===== config.mk =====
export PLATFORM = sky130hd
export DESIGN_NAME = insn_fetch_decoder
export DESIGN_NICKNAME = d
export VERILOG_FILES = /design/src/rtl/ifd_pkg.sv /design/src/rtl/ifd_ctrl.sv /design/src/rtl/ifd_dpath.sv /design/src/rtl/insn_fetch_decoder.sv
export SDC_FILE = /design/constraint.sdc
export NUM_CORES = 1
export LEC_CHECK = 0
export BUFFER_PORTS_ARGS = -buffer_cell sky130_fd_sc_hd__buf_2
export CORE_UTILIZATION = 45
export DETAILED_ROUTE_END_ITERATION = 10
export GPL_TIMING_DRIVEN = 0
export PLACE_DENSITY_LB_ADDON = 0.25
export SLEW_MARGIN = 10
export SYNTH_ARGS = -nofsm -noshare
export SYNTH_HDL_FRONTEND = slang
export SYNTH_SLANG_ARGS = --single-unit
export TNS_END_PERCENT = 5

===== constraint.sdc =====
create_clock -name clk -period 0.9 [get_ports clk]
set_clock_uncertainty 0.2 [all_clocks]
set_input_delay 0 -clock clk [delete_from_list [all_inputs] [get_ports clk]]
set_output_delay 0 -clock clk [all_outputs]
set_load 0.02 [all_outputs]

===== src/rtl/ifd_pkg.sv =====
`timescale 1ns/1ps
package ifd_pkg;

  localparam int LEN_W = 3;
  localparam logic [3:0] NO_REG = 4'h8;

  typedef enum logic [3:0] {
    OP_NOP   = 4'h0,
    OP_HALT  = 4'h1,
    OP_RRMOV = 4'h2,
    OP_IRMOV = 4'h3,
    OP_RMMOV = 4'h4,
    OP_MRMOV = 4'h5,
    OP_ALU   = 4'h6,
    OP_JUMP  = 4'h7,
    OP_CALL  = 4'h8,
    OP_RET   = 4'h9,
    OP_PUSH  = 4'hA,
    OP_POP   = 4'hB
  } opcode_e;

  // Strobes from the class decoder to the field extraction datapath.
  typedef struct packed {
    logic             isValid;
    logic             hasRegByte;
    logic             constAtOne;
    logic             constAtTwo;
    logic [LEN_W-1:0] len;
  } ifd_ctrl_t;

endpackage


===== src/rtl/ifd_ctrl.sv =====
`timescale 1ns/1ps
module ifd_ctrl
  import ifd_pkg::*;
#(
  parameter int CONST_BYTES = 4
) (
  input  logic [3:0] opCode,
  output ifd_ctrl_t  strobes
);

  localparam int LEN_SHORT = 1;
  localparam int LEN_REG   = 2;
  localparam int LEN_ABS   = 1 + CONST_BYTES;
  localparam int LEN_FULL  = 2 + CONST_BYTES;

  always_comb begin
    strobes            = '0;
    strobes.isValid    = 1'b1;
    strobes.len        = LEN_W'(LEN_SHORT);
    case (opCode)
      OP_NOP, OP_HALT, OP_RET: begin
        strobes.len = LEN_W'(LEN_SHORT);
      end
      OP_RRMOV, OP_ALU, OP_PUSH, OP_POP: begin
        strobes.hasRegByte = 1'b1;
        strobes.len        = LEN_W'(LEN_REG);
      end
      OP_IRMOV, OP_RMMOV, OP_MRMOV: begin
        strobes.hasRegByte = 1'b1;
        strobes.constAtTwo = 1'b1;
        strobes.len        = LEN_W'(LEN_FULL);
      end
      OP_JUMP, OP_CALL: begin
        strobes.constAtOne = 1'b1;
        strobes.len        = LEN_W'(LEN_ABS);
      end
      default: begin
        strobes.isValid = 1'b0;
        strobes.len     = LEN_W'(LEN_SHORT);
      end
    endcase
  end

endmodule


===== src/rtl/ifd_dpath.sv =====
`timescale 1ns/1ps
module ifd_dpath
  import ifd_pkg::*;
#(
  parameter int ADDR_W      = 32,
  parameter int CONST_BYTES = 4,
  localparam int WIN_BYTES  = CONST_BYTES + 2,
  localparam int CONST_W    = 8 * CONST_BYTES
) (
  input  logic [8*WIN_BYTES-1:0] window,
  input  logic [ADDR_W-1:0]      pc,
  input  ifd_ctrl_t              strobes,
  output logic [3:0]             opCode,
  output logic [3:0]             opVariant,
  output logic [3:0]             regA,
  output logic [3:0]             regB,
  output logic [CONST_W-1:0]     constVal,
  output logic [LEN_W-1:0]       insnLen,
  output logic [ADDR_W-1:0]      nextPc,
  output logic                   badInsn
);

  logic [7:0]         winByte [WIN_BYTES];
  logic [CONST_W-1:0] constFromOne;
  logic [CONST_W-1:0] constFromTwo;

  for (genvar b = 0; b < WIN_BYTES; b++) begin : g_split
    assign winByte[b] = window[8*b +: 8];
  end

  // Little-endian gather: lowest-address byte lands in the low bits.
  for (genvar k = 0; k < CONST_BYTES; k++) begin : g_const
    assign constFromOne[8*k +: 8] = winByte[1 + k];
    assign constFromTwo[8*k +: 8] = winByte[2 + k];
  end

  always_comb begin
    opCode    = winByte[0][7:4];
    opVariant = winByte[0][3:0];
    regA      = strobes.hasRegByte ? winByte[1][7:4] : NO_REG;
    regB      = strobes.hasRegByte ? winByte[1][3:0] : NO_REG;
    if (strobes.constAtTwo)      constVal = constFromTwo;
    else if (strobes.constAtOne) constVal = constFromOne;
    else                         constVal = '0;
    insnLen   = strobes.len;
    nextPc    = pc + ADDR_W'(strobes.len);
    badInsn   = ~strobes.isValid;
  end

endmodule


===== src/rtl/insn_fetch_decoder.sv =====
`timescale 1ns/1ps
module insn_fetch_decoder
  import ifd_pkg::*;
#(
  parameter int ADDR_W      = 32,
  parameter int CONST_BYTES = 4,
  parameter bit REG_OUT     = 1'b1,
  localparam int WIN_BYTES  = CONST_BYTES + 2,
  localparam int CONST_W    = 8 * CONST_BYTES
) (
  input  logic                   clk,
  input  logic                   rstN,
  input  logic [ADDR_W-1:0]      pcIn,
  input  logic [8*WIN_BYTES-1:0] bytesIn,
  output logic [3:0]             opCode,
  output logic [3:0]             opVariant,
  output logic [3:0]             regA,
  output logic [3:0]             regB,
  output logic [CONST_W-1:0]     constVal,
  output logic [LEN_W-1:0]       insnLen,
  output logic [ADDR_W-1:0]      nextPc,
  output logic                   badInsn
);

  ifd_ctrl_t          strobes;
  logic [3:0]         dOp, dVar, dRegA, dRegB;
  logic [CONST_W-1:0] dConst;
  logic [LEN_W-1:0]   dLen;
  logic [ADDR_W-1:0]  dNext;
  logic               dBad;

  ifd_ctrl #(.CONST_BYTES(CONST_BYTES)) u_ctrl (
    .opCode  (bytesIn[7:4]),
    .strobes (strobes)
  );

  ifd_dpath #(.ADDR_W(ADDR_W), .CONST_BYTES(CONST_BYTES)) u_dpath (
    .window    (bytesIn),
    .pc        (pcIn),
    .strobes   (strobes),
    .opCode    (dOp),
    .opVariant (dVar),
    .regA      (dRegA),
    .regB      (dRegB),
    .constVal  (dConst),
    .insnLen   (dLen),
    .nextPc    (dNext),
    .badInsn   (dBad)
  );

  if (REG_OUT) begin : g_reg
    always_ff @(posedge clk or negedge rstN) begin
      if (!rstN) begin
        opCode    <= '0;
        opVariant <= '0;
        regA      <= NO_REG;
        regB      <= NO_REG;
        constVal  <= '0;
        insnLen   <= LEN_W'(1);
        nextPc    <= '0;
        badInsn   <= 1'b0;
      end else begin
        opCode    <= dOp;
        opVariant <= dVar;
        regA      <= dRegA;
        regB      <= dRegB;
        constVal  <= dConst;
        insnLen   <= dLen;
        nextPc    <= dNext;
        badInsn   <= dBad;
      end
    end
  end else begin : g_comb
    assign opCode    = dOp;
    assign opVariant = dVar;
    assign regA      = dRegA;
    assign regB      = dRegB;
    assign constVal  = dConst;
    assign insnLen   = dLen;
    assign nextPc    = dNext;
    assign badInsn   = dBad;
  end

endmodule


==> Word-level counts from Yosys, hierarchy flattened <==
Index checks and enable logic that the tools add are counted.
W data, S select, Z words.
{ "classes": {"n_bitwise": 1, "n_mux": 9, "magnitude_cmp": 0, "n_shift": 0, "add_sub_neg": 1, "div": 0, "n_reduce_logical": 6, "mul": 0, "n_eq_ne": 11} }
{ "op_table": {"columns": ["op", "count"], "rows": [
  ["$mux W32", 2],
  ["$add A32 B3 Y32", 1],
  ["$eq A4 B3 Y1 const B", 4],
  ["$eq A4 B4 Y1 const B", 4],
  ["$reduce_or A12 Y1", 1],
  ["$pmux W3 S3", 1],
  ["$eq A4 B2 Y1 const B", 2],
  ["$mux W4", 2],
  ["$reduce_or A7 Y1", 1],
  ["$eq A4 B1 Y1 const B", 1],
  ["$logic_not A4 Y1", 1],
  ["$mux W1", 4],
  ["$reduce_or A4 Y1", 1],
  ["$reduce_or A3 Y1", 1],
  ["$reduce_or A2 Y1", 1],
  ["$not A1 Y1", 1]
]} }
{ "totals": {"romBits": 0, "latch_bits": 0, "n_memories": 0, "out_inout_bits": 84, "elab_cells": 36, "ff_bits": 84, "ram_bits": 0} }

==> Logic depth before layout (Yosys ltp) <==
Gate-level depths: netlist of the first run.
{ "logic_depth": {"word_depth": 5, "ltp_mapped": 10, "ltp_nobuf": 9} }

==> Cells and area by module <==
Synthesis of the first run repeated with hierarchy kept, for this count alone.
{ "hier_totals": {"cells_unflattened": 255, "area_unflattened_um2": 3360.7} }
{ "modules_own_cells": {"columns": ["mod", "area_per_inst_um2", "cells_per_inst", "n_inst", "seq_area_each_um2"], "rows": [
  ["insn_fetch_decoder", 2105.8, 84, 1, 2105.8],
  ["ifd_dpath", 1131.1, 156, 1, 0.0],
  ["ifd_ctrl", 123.9, 15, 1, 0.0]
]} }

==> Worst setup path before layout of the first run <==
OpenSTA, ideal clock, no wires.
{ "synth_path": {"path_type": "input to register", "start": "in bytesIn[4]", "end": "reg nextPc[18]", "required_ps": 577, "arrival_ps": 2196, "path_buffers": 0, "setup_slack_ps": -1619, "path_stages": 9, "setup_time_ps": 123, "cell_sequence": "a21oi_1 mux2i_1 ha_1 inv_1 fa_1 nand2b_4 a2111oi_4 nand4_1 xnor2_1"} }
{ "synth_via": {"elab_chain_cells": 4} }
{ "synth_lines": {"columns": ["item", "line_no", "rtl"], "rows": [
  ["from (decl)", "insn_fetch_decoder.sv:14", "input logic [8*WIN_BYTES-1:0] bytesIn,"],
  ["$eq A4 B2 Y1 (tied with other cells)", "ifd_ctrl.sv:20", "case (opCode)"],
  ["$reduce_or A4 Y1 (tied with other cells)", null, null],
  ["$pmux W3 S3 (*)", "ifd_ctrl.sv:20", null],
  ["via dLen[0]", "insn_fetch_decoder.sv:28", "logic [LEN_W-1:0] dLen;"],
  ["$add A32 B3 Y32 (*)", "ifd_dpath.sv:46", "nextPc = pc + ADDR_W'(strobes.len);"],
  ["via dNext[18]", "insn_fetch_decoder.sv:29", "logic [ADDR_W-1:0] dNext;"],
  ["to (signal assigned)", "insn_fetch_decoder.sv:69", "nextPc <= dNext;"],
  ["to (decl)", "insn_fetch_decoder.sv:21", "output logic [ADDR_W-1:0] nextPc,"]
]} }
Mark *: on every way through the listed nets, which the timed path passes. The rest lies on a longest branch.

==> Worst setup path in the final report of the first run <==
{ "layout_path": {"start": "in bytesIn[6]", "end": "reg nextPc[24]"} }
The elaborated chain is that of the path after synthesis.

==> impl_results.md, run 1 <==
* Synthesized area per cell at 13.6 um^2
* Pleak at around 2.7 nW
* Max transition margin at 0.673
* Period utilization at 2.14
* RSZ-0062 raised after global routing: yes
* Critical Path RT at around 940 ps
* Synth warnings at 0
* Tightest Hold Check Type: input port to async pin
* Final min period at ~1900 ps
* Kind of critical path: input port to flip-flop
* Die Y at 86.9 um
* Clock sinks at 84
* Count leader, synth: dfrtp_1
* FP Rows at 30
* Vias in the first global route at between 3,000 and 4,000
* Worst-path clk slew at roughly 100 ps
* Ys flop type: dfrtp_1
* Finish-stage setup viols at 149
* DRT Wirelength at 10.3 mm
* Status: finished with violations
* Initial core utilization at 0.472
* Setup WS post-layout at -1020 ps
* Top cells by area, synth: dfrtp_1, a22o_1, xnor2_1
* Slew Viols, Final at 0
* Total CTS buffers at 9
* Worst-Margin Slew at 490 ps
* Port-buffer cells at roughly 170
* Synth Cell Area at between 3000 and 4000 um^2
* CTS root buffer: clkbuf_8
* DIE WIDTH at between 80 and 90 um
* Synth cell types at 31
* CP max FO at 7
* Cell accounting for the most synthesized area: dfrtp_1
* Top cell type's share of synthesized area at 0.625
* I/O Pins at between 150 and 200
* Top cells by count, synth: dfrtp_1, a22o_1, xnor2_1, nand4_1, nand2_1
* Layout cells sized above 1 at 0.463
* Core ar. at roughly 6900 um^2
* 1st-iter DRT viols at approximately 100
* Post-DP HPWL at 5.77 mm
* Initial antenna violation count at 0
* Fmax at about 0.52 GHz
* GR Util All Layers at 0.271
* Worst setup path startpoint: bytesIn[6]
* Wire length per cell at 17.0 um
* CP startpoint kind: input port
* Antenna diode count at 0
* Capture point of the worst path: nextPc[24]
* CTS tree: built
* Layout net count at 589
* Total die area at about 7600 um^2
* Hold WS at -613 ps
* Share of flip-flops with an asynchronous set or reset at 1.00
* Utilization after layout at 0.811
* Total grt overflow at 0
* Power per Cell Area at 1570 nW/um^2
* Failing checks: hold timing, setup timing
* Final hold vios at ~110
* Mapped Nets at 325
* Worst path max stage delay at around 550 ps
* Setup WS pre-CTS at -1900 ps
* CTS H-tree lvls at 3
* Antenna viol nets, final at 0
* Global-route wire length before repair at around 15 mm
* Setup crit end kind: flip-flop
* Count of state elements after synthesis at 84
* CP arrival at 1960 ps
* Peak supply drop at about 1000 uV
* Post-synth EDFFs at 0
* Post-DR vias/cell at roughly 5.1
* Vias at around 3,100
* TritonRoute pass-1 iters at 4
* Seq/Total Area, Yosys at 0.649
* Post-synthesis cell count at between 200 and 250
* Layout area overhead at 71.8%
* CP cell instances: buf_12, or4b_4, o21ai_4, or2_4, ha_4, nand2b_4, a2111oi_4, buf_6, nand4_1, xnor2_1
* Placer Congestion at between 0.7 and 0.8
* Largest net degree at the start of global routing at 50
* DRC viols at 0
* Clock buffer depth at 2
* Slowest cell on crit path: or4b_4
* Max Cap Violations at 0
==> how the worst min path moves through the flow <==
| stage | end | slack [ps] | cells past startpoint |
|---|---|---|---|
| global placement | opVariant[3] | -90 | 1 |
| global route | constVal[3] | -570 | 1 |
| detailed placement | constVal[3] | -200 | 1 |
| finish | constVal[3] | -610 | 1 |
| CTS | nextPc[27] | -590 | 1 |
| floorplan | badInsn | -500 | 0 |
==> metal layers <==
layer	part of all wire	wire length [um]	global-route usage
met1	0.36	3690	0.288
met3	0.088	903	0.0692
met4	0.018	187	0.133
met2	0.53	5470	0.496
met5	0	0	0
==> report_power, final <==
group | switching, W | internal (W) | total, W
clock network | 0.00142 | 0.00131 | 0.00273
registers | 0.0000842 | 0.00403 | 0.00411
logic | 0.000986 | 0.000910 | 0.00190
==> state kept, by name, summed over array words and instances, names as in the netlist <==
register / flops
constVal: 32
nextPc: 32
opCode: 4
opVariant: 4
regA: 4
regB: 4
insnLen: 3
badInsn: 1
==> repair_timing <==
item                                    4_1_cts  5_1_grt
cloned                                        2        0
hold buffers                                 71        2
gates resized for setup                      49       35
buffers inserted                             11        1
hold endpoints to repair                    164      108
pin swaps                                    18       11
endpoints found under the setup margin      149      148
==> cell usage in the layout, fill, tap and decap left out, types with 2 or more instances in the layout <==
cell	instances
buf_2	145
dfrtp_1	81
dlygate4sd3_1	73
a22o_1	32
buf_6	29
xnor2_1	26
nand4_1	15
buf_4	13
clkbuf_8	9
nand3_1	7
nand2_1	7
nor2b_1	6
inv_1	5
a21oi_4	4
nand2_2	3
and3_1	3
and2_1	3
xor2_1	3
dfstp_2	3
and4_1	2
nor3_1	2
inv_2	2
nand3_2	2
nor2_1	2
or2_2	2
clkinv_4	2
inv_6	2
==> metrics by stage <==
| stage | cell area [um^2] | TNS [ps] | instances | total power, W |
|---|---|---|---|---|
| 2_1_floorplan | 3270 | -45460 | 239 | 0.00487 |
| 6_report | 5570 | -53100 | 604 | 0.00874 |
| 5_1_grt | 5570 | -58030 | 604 | 0.00907 |
| 3_3_place_gp | 4220 | -152620 | 500 | 0.00550 |
| 4_1_cts | 5430 | -49430 | 601 | 0.00863 |
| 3_5_place_dp | 4250 | -75780 | 501 | 0.00554 |
==> worst max-delay path: cells and delay by family <==
family | cells | cell delay [ps]
adder cells (fa/ha/maj) | 1 | 160
buffers and inverters | 2 | 290
AO/OA/AOI/OAI | 2 | 470
AND/OR/NAND/NOR | 4 | 880
XOR/XNOR | 1 | 160
==> cells by family (layout without fill, tap and decap cells) <==
group,count (synthesis),count (layout),synth area share
and+or+nand+nor,63,63,0.114
muxes,3,3,0.00965
adders and majority gates,4,4,0.0177
buffers and inverters,16,285,0.0220
AOI/OAI and AO/OA,39,39,0.106
DFF,84,84,0.649
xor gates and xnor gates,30,30,0.0810
==> layout make-up <==
| cell class | count | area (um^2) |
|---|---|---|
| flip-flops and latches | 84 | 2110 |
| repair buffers | 253 | 1860 |
| fillers | 381 | 1300 |
| multi-input cells | 139 | 1190 |
| clock buffers | 10 | 128 |
| well taps | 96 | 120 |
| clock inverters | 6 | 72.6 |
| plain buffers | 9 | 70.1 |
| inverters | 7 | 26.3 |
Power figures use the tool's default switching activity.
==> inputs of run 2 (changes only) <==
==> constraint.sdc (replaced) <==
create_clock -name clk -period 0.9 [get_ports clk]
set_clock_uncertainty 0.2 [all_clocks]
set_input_delay 0.18 -clock clk [delete_from_list [all_inputs] [get_ports clk]]
set_output_delay 0.18 -clock clk [all_outputs]
set_load 0.02 [all_outputs]
==> impl_results.md, run 2 (synthesized netlist as in run 1, its figures left out) <==
* Hold WS at -415 ps (was -613 ps)
* Commonest non-fill, non-tap cell in the layout: buf_2 (unchanged)
* DRC viols at 0 (unchanged)
* Total grt overflow at 0 (unchanged)
* Status: finished with violations (unchanged)
* Peak supply drop at 932 uV (was 1020 uV)
* Setup crit end kind: flip-flop (unchanged)
* Clock buffer depth at 2 (unchanged)
* Slowest cell on crit path: or4b_4 (unchanged)
* FP Rows at 30 (unchanged)
* Post-DR vias/cell at 4.88 (was 5.08)
* Fill count at 500 (was 381)
* Total CTS buffers at 9 (unchanged)
* Power per Cell Area at 1700 nW/um^2 (was 1570 nW/um^2)
* Port-buffer cells at 165 (unchanged)
* Largest net degree at the start of global routing at 50 (unchanged)
* Total die area at 7550 um^2 (unchanged)
* Placer Congestion at 0.742 (unchanged)
* FF+latch area at 2110 um^2 (unchanged)
* Setup TNS at -79,010 ps (was -53,100 ps)
* Failing checks: hold timing, setup timing (unchanged)
* Multi-input gate area at 1210 um^2 (was 1190 um^2)
* CTS H-tree lvls at 3 (unchanged)
* Die Y at 86.9 um (unchanged)
* Setup WS post-layout at -1170 ps (was -1020 ps)
* Vias at 2,634 (was 3,070)
* Fmax at 0.483 GHz (was 0.520 GHz)
* CP arrival at 2110 ps (was 1960 ps)
* DRT Wirelength at 8.26 mm (was 10.3 mm)
* CP max FO at 7 (unchanged)
* Slew Viols, Final at 0 (unchanged)
* Antenna viol nets, final at 0 (unchanged)
* Combinational Power Share at 0.195 (was 0.217)
* Final min period at 2070 ps (was 1920 ps)
* Final hold vios at 154 (was 106)
* Initial antenna violation count at 0 (unchanged)
* 1st-iter DRT viols at 55 (was 101)
* Wire length per cell at 15.3 um (was 17.0 um)
* Most frequent cells in the layout: buf_2, dfrtp_1, a22o_1 (was buf_2, dfrtp_1, dlygate4sd3_1)
* DIE WIDTH at 86.9 um (unchanged)
* Worst-path clk slew at 90 ps (was 100 ps)
* TritonRoute pass-1 iters at 4 (unchanged)
* Max transition margin at 0.675 (was 0.673)
* GR Util All Layers at 0.222 (was 0.271)
* Clock sinks at 84 (unchanged)
* I/O Pins at 166 (unchanged)
* Core ar. at 6870 um^2 (unchanged)
* CP startpoint kind: input port (unchanged)
* Critical Path RT at 940 ps (about the same)
* Layout net count at 524 (was 589)
* Finish-stage setup viols at 150 (was 149)
* Kind of critical path: input port to flip-flop (unchanged)
* Pint at 0.00607 W (was 0.00625 W)
* CTS tree: built (unchanged)
* RSZ-0062 raised after global routing: yes (unchanged)
* Layout cells sized above 1 at 0.540 (was 0.463)
* Layout area overhead at 52.4% (was 71.8%)
* Largest registers: constVal x32, nextPc x32 (unchanged)
* Post-DP HPWL at 5.77 mm (unchanged)
* CP cell instances: buf_12, or4b_4, o21ai_4, or2_4, ha_4, nand2b_4, a2111oi_4, buf_4, nand4_1, xnor2_1 (was buf_12, or4b_4, o21ai_4, or2_4, ha_4, nand2b_4, a2111oi_4, buf_6, nand4_1, xnor2_1)
* Tightest Hold Check Type: input port to async pin (unchanged)
* Switching share of power at 0.278 (was 0.285)
* NetSw at 0.00234 W (was 0.00249 W)
* Max Cap Violations at 0 (unchanged)
* Period utilization at 2.30 (was 2.14)
* CTS root buffer: clkbuf_8 (unchanged)
* Worst-Margin Slew at 487 ps (was 490 ps)
* Pleak at 2.47 nW (was 2.72 nW)
* Sequential share of power at 0.487 (was 0.470)
* Vias in the first global route at 2,544 (was 3,184)
* Worst path max stage delay at 540 ps (was 550 ps)
* Utilization after layout at 0.719 (was 0.811)
* Initial core utilization at 0.472 (unchanged)
* Global-route wire length before repair at 12.4 mm (was 15.2 mm)
* Clock share of power at 0.318 (was 0.313)
run 2: changes by cell type in the layout (fill, tap and decap cells not counted):
cell	change
buf_6	-1
or2_4	+1
xnor2_2	+2
buf_4	-1
diode_2	+1
or2_2	-1
buf_8	+1
buf_2	+2
nand3_1	-1
nand3_2	+1
dlygate4sd3_1	-66
xnor2_1	-2
run 2: path summary, 6_finish.rpt:
check                           start           to  slack, ps
worst min-delay path             rstN  constVal[4]       -420
max in group asynchronous        rstN      regA[3]        240
worst max-delay path       bytesIn[6]   nextPc[18]      -1170
min in group clk           bytesIn[6]    opCode[2]       -240
run 2: metrics by stage:
step / power [W] / std cells / hold WS, ps / area (um^2) / setup WS, ps
2_1_floorplan: 0.00487 / 239 / -316 / 3270 / -1480
6_report: 0.00841 / 540 / -415 / 4940 / -1170
3_3_place_gp: 0.00550 / 500 / 88.6 / 4220 / -2070
5_1_grt: 0.00878 / 539 / -392 / 4940 / -1260
3_5_place_dp: 0.00554 / 501 / -23.0 / 4250 / -2080
4_1_cts: 0.00841 / 536 / -413 / 4780 / -1190
run 2: worst max-delay path: cells and delay by family:
kind	cells	cell delay, ps
buffers and inverters	2	310
XOR/XNOR	1	130
AO/OA/AOI/OAI	2	470
AND/OR/NAND/NOR	4	850
adder cells (fa/ha/maj)	1	160
run 2: power by group through the flow:
| stage | Combinational (W) | Clock, W | Sequential, W |
|---|---|---|---|
| 2_1_floorplan | 0.000361 | 0 | 0.00451 |
| 6_report | 0.00164 | 0.00267 | 0.00410 |
| 3_5_place_dp | 0.00139 | 0 | 0.00416 |
| 4_1_cts | 0.00156 | 0.00276 | 0.00409 |
| 3_3_place_gp | 0.00134 | 0 | 0.00415 |
| 5_1_grt | 0.00176 | 0.00290 | 0.00412 |
run 2: timing repair:
action / 4_1_cts / 5_1_grt
hold endpoints to repair: 121 / 109
hold buffers: 6 / 1
pin swaps: 18 / 12
buffers inserted: 11 / 2
setup endpoints to repair: 149 / 150
gates resized for setup: 50 / 37
cloned: 2 / 0
run 2: cell type report:
cell class | count | area share
clock inverters | 6 | 0.0147
diodes | 1 | 0.000506
inverters | 7 | 0.00532
well taps | 96 | 0.0243
repair buffers | 188 | 0.243
flip-flops and latches | 84 | 0.426
plain buffers | 9 | 0.0149
clock buffers | 10 | 0.0258
multi-input cells | 139 | 0.245
run 2: metal layers:
| metal | share of wire | track usage | vias up | wire length, um |
|---|---|---|---|---|
| met5 | 0 | 0 | - | 0 |
| met3 | 0.086 | 0.0673 | 18 | 714 |
| met2 | 0.51 | 0.391 | 128 | 4240 |
| met1 | 0.38 | 0.247 | 1239 | 3130 |
| met4 | 0.021 | 0.100 | 0 | 175 |
| li1 | - | - | 1249 | - |
==> inputs of run 3 (changes only) <==
ABC_AREA = 1   (was default)
CORE_UTILIZATION = 36   (was 45)
CTS_BUF_LIST = sky130_fd_sc_hd__clkbuf_8 sky130_fd_sc_hd__clkbuf_16   (was default)
==> impl_results.md, run 3 <==
* FF+latch area at 2110 um^2 (unchanged)
* Port-buffer cells at 165 (unchanged)
* CP cell instances: buf_12, inv_16, nor2_4, a22oi_2, ha_2, inv_2, fa_2, inv_2, nand3_4, nand2_4, nand2_4, nor2_4, nand2_1, nand2_1, nand2_1 (was buf_12, or4b_4, o21ai_4, or2_4, ha_4, nand2b_4, a2111oi_4, buf_4, nand4_1, xnor2_1)
* Initial core utilization at 0.372 (was 0.472)
* Crit-path most repeated cell: nand2_1
* Layout cells sized above 1 at 0.472 (was 0.540)
* FP Rows at 37 (was 30)
* Setup WS post-layout at -880 ps (was -1170 ps)
* Max Cap Violations at 0 (unchanged)
* Total power at 0.00862 W (was 0.00841 W)
* Post-synth EDFFs at 0 (unchanged)
* Antenna viol nets, final at 0 (unchanged)
* Worst path max stage delay at 340 ps (was 540 ps)
* 1st-iter DRT viols at 44 (was 55)
* Layout area overhead at 47.0% (was 52.4%)
* Setup crit end kind: flip-flop (unchanged)
* DRT Wirelength at 10.3 mm (was 8.26 mm)
* Synthesized area per cell at 9.35 um^2 (was 13.6 um^2)
* Slowest cell on crit path: fa_2 (was or4b_4)
* Top cells by area, synth: dfrtp_1, nand2_1, o21ai_2 (was dfrtp_1, a22o_1, xnor2_1)
* Wire length per cell at 13.5 um (was 15.3 um)
* Layout net count at 708 (was 524)
* Most frequent cells in the layout: buf_2, nand2_1, dfrtp_1 (was buf_2, dfrtp_1, a22o_1)
* Count leader, synth: nand2_1 (was dfrtp_1)
* CP max FO at 4 (was 7)
* Tightest Hold Check Type: input port to async pin (unchanged)
* CP arrival at 1830 ps (was 2110 ps)
* Clock sinks at 84 (unchanged)
* Initial antenna violation count at 0 (unchanged)
* CTS root buffer: clkbuf_8 (unchanged)
* Failing checks: hold timing, setup timing (unchanged)
* Die Y at 106 um (was 86.9 um)
* CTS tree: built (unchanged)
* Clock buffer depth at 2 (unchanged)
* Final hold vios at 146 (was 154)
* CTS H-tree lvls at 3 (unchanged)
* Hold WS at -416 ps (was -415 ps)
* Vias at 3,404 (was 2,634)
* Top cell type's share of synthesized area at 0.525 (was 0.625)
* RSZ-0062 raised after global routing: yes (unchanged)
* GR Util All Layers at 0.195 (was 0.222)
* TritonRoute pass-1 iters at 4 (unchanged)
* Pleak at 2.99 nW (was 2.47 nW)
* Final min period at 1780 ps (was 2070 ps)
* Fill count at 938 (was 500)
* Utilization after layout at 0.548 (was 0.719)
* Post-DP HPWL at 7.74 mm (was 5.77 mm)
* Worst-path clk slew at 80 ps (was 90 ps)
* Synth cell types at 29 (was 31)
* Count of state elements after synthesis at 84 (unchanged)
* Worst-Margin Slew at 509 ps (was 487 ps)
* Total grt overflow at 0 (unchanged)
* DIE WIDTH at 106 um (was 86.9 um)
* Ys flop type: dfrtp_1 (unchanged)
* Kind of critical path: input port to flip-flop (unchanged)
* Cell accounting for the most synthesized area: dfrtp_1 (unchanged)
* DRC viols at 0 (unchanged)
* Placer Congestion at 0.926 (was 0.742)
* Status: finished with violations (unchanged)
* Antenna diode count at 0 (was 1)
* Core ar. at 10,400 um^2 (was 6870 um^2)
* Max transition margin at 0.661 (was 0.675)
* Multi-input gate area at 1630 um^2 (was 1210 um^2)
* Vias in the first global route at 3,566 (was 2,544)
* Fmax at 0.562 GHz (was 0.483 GHz)
* Commonest non-fill, non-tap cell in the layout: buf_2 (unchanged)
* Top cells by count, synth: nand2_1, dfrtp_1, inv_1, nor2_1, nand2_2 (was dfrtp_1, a22o_1, xnor2_1, nand4_1, nand2_1)
* Post-synthesis cell count at 413 (was 239)
* Critical Path RT at 950 ps (was 940 ps)
* Total CTS buffers at 9 (unchanged)
* Largest net degree at the start of global routing at 50 (unchanged)
* Slew Viols, Final at 0 (unchanged)
* Share of flip-flops with an asynchronous set or reset at 1.00 (unchanged)
* # hold bufs at CTS at 17 (was 6)
* Period utilization at 1.98 (was 2.30)
* Total die area at 11,100 um^2 (was 7550 um^2)
* Peak supply drop at 659 uV (was 932 uV)
* Power per Cell Area at 1520 nW/um^2 (was 1700 nW/um^2)
* Synth Cell Area at 3860 um^2 (was 3240 um^2)
* Synth warnings at 0 (unchanged)
* CP startpoint kind: input port (unchanged)
* Mapped Nets at 499 (was 325)
* I/O Pins at 166 (unchanged)
* Post-DR vias/cell at 4.46 (was 4.88)
* Global-route wire length before repair at 16.6 mm (was 12.4 mm)
* Largest registers: constVal x32, nextPc x32 (unchanged)
* Seq/Total Area, Yosys at 0.545 (was 0.649)
* Finish-stage setup viols at 155 (was 150)
## run 3: cell types whose count changed in the layout (fill, tap and decap cells not counted), moves of 17 or more
cell	delta
a22o_1	-32
inv_1	+49
nand2_1	+88
nand2_2	+31
nor2_1	+43
o21ai_2	+30
xnor2_1	-17
## run 3: timing repair
item	in CTS	in global routing
buffers inserted	9	6
endpoints found under the setup margin	159	157
gates resized for setup	38	29
endpoints found under the hold margin	116	100
pin swaps	14	15
## run 3: worst max-delay path, delay by kind of cell
| kind | cells | cell delay [ps] |
|---|---|---|
| AND/OR/NAND/NOR | 8 | 600 |
| buffers and inverters | 4 | 280 |
| adder cells (fa/ha/maj) | 2 | 570 |
| AO/OA/AOI/OAI | 1 | 190 |
## run 3: worst paths after layout
| check | startpoint | slack (ps) | cells after the start | endpoint |
|---|---|---|---|---|
| worst max-delay path | bytesIn[6] | -880 | 15 | nextPc[30] |
| min in group clk | bytesIn[4] | -240 | 1 | opCode[0] |
| worst min-delay path | rstN | -420 | 1 | constVal[26] |
| max in group asynchronous | rstN | 250 | 2 | regA[3] |
## run 3: where the power goes
group          internal, W  leakage, nW  switching (W)
Clock              0.00132        0.111        0.00132
Combinational     0.000768         1.84        0.00111
Sequential         0.00403         1.04      0.0000745
## run 3: metrics by stage
| step | setup TNS, ps | hold WS [ps] | instance area (um^2) | cells | setup WS (ps) |
|---|---|---|---|---|---|
| final | -63980 | -416 | 5680 | 763 | -880 |
| after global routing | -70690 | -389 | 5680 | 763 | -1010 |
| after CTS | -62990 | -403 | 5540 | 757 | -919 |
| after detailed placement | -80850 | -18.0 | 4960 | 715 | -1800 |
| after global placement | -174740 | 89.3 | 4930 | 714 | -1780 |
| after floorplan | -40780 | -316 | 3940 | 413 | -1190 |
## run 3: cell type report
cell class                 instances  share of cell area
clock inverter                     6             0.00881
buffer                             6              0.0145
multi-input combinational        267               0.286
tap                              136              0.0300
timing repair buffer             198               0.226
clock buffer                      10              0.0242
inverter                          56              0.0399
sequential                        84               0.371
## run 3: logic make-up after synthesis
family,synth area share
AO/OA/AOI/OAI,0.0871
XOR/XNOR,0.0340
adder cells (fa/ha/maj),0.0149
buffers and inverters,0.0690
flip-flops,0.545
AND/OR/NAND/NOR,0.250
## run 3: per-layer routing
metal  up-vias  wire length (um)  GRT usage
met5         -                 0          0
met4         0               229     0.0873
met3        17               697     0.0433
met2       144              5220      0.348
met1      1574              4150      0.222
li1       1669                 -          -
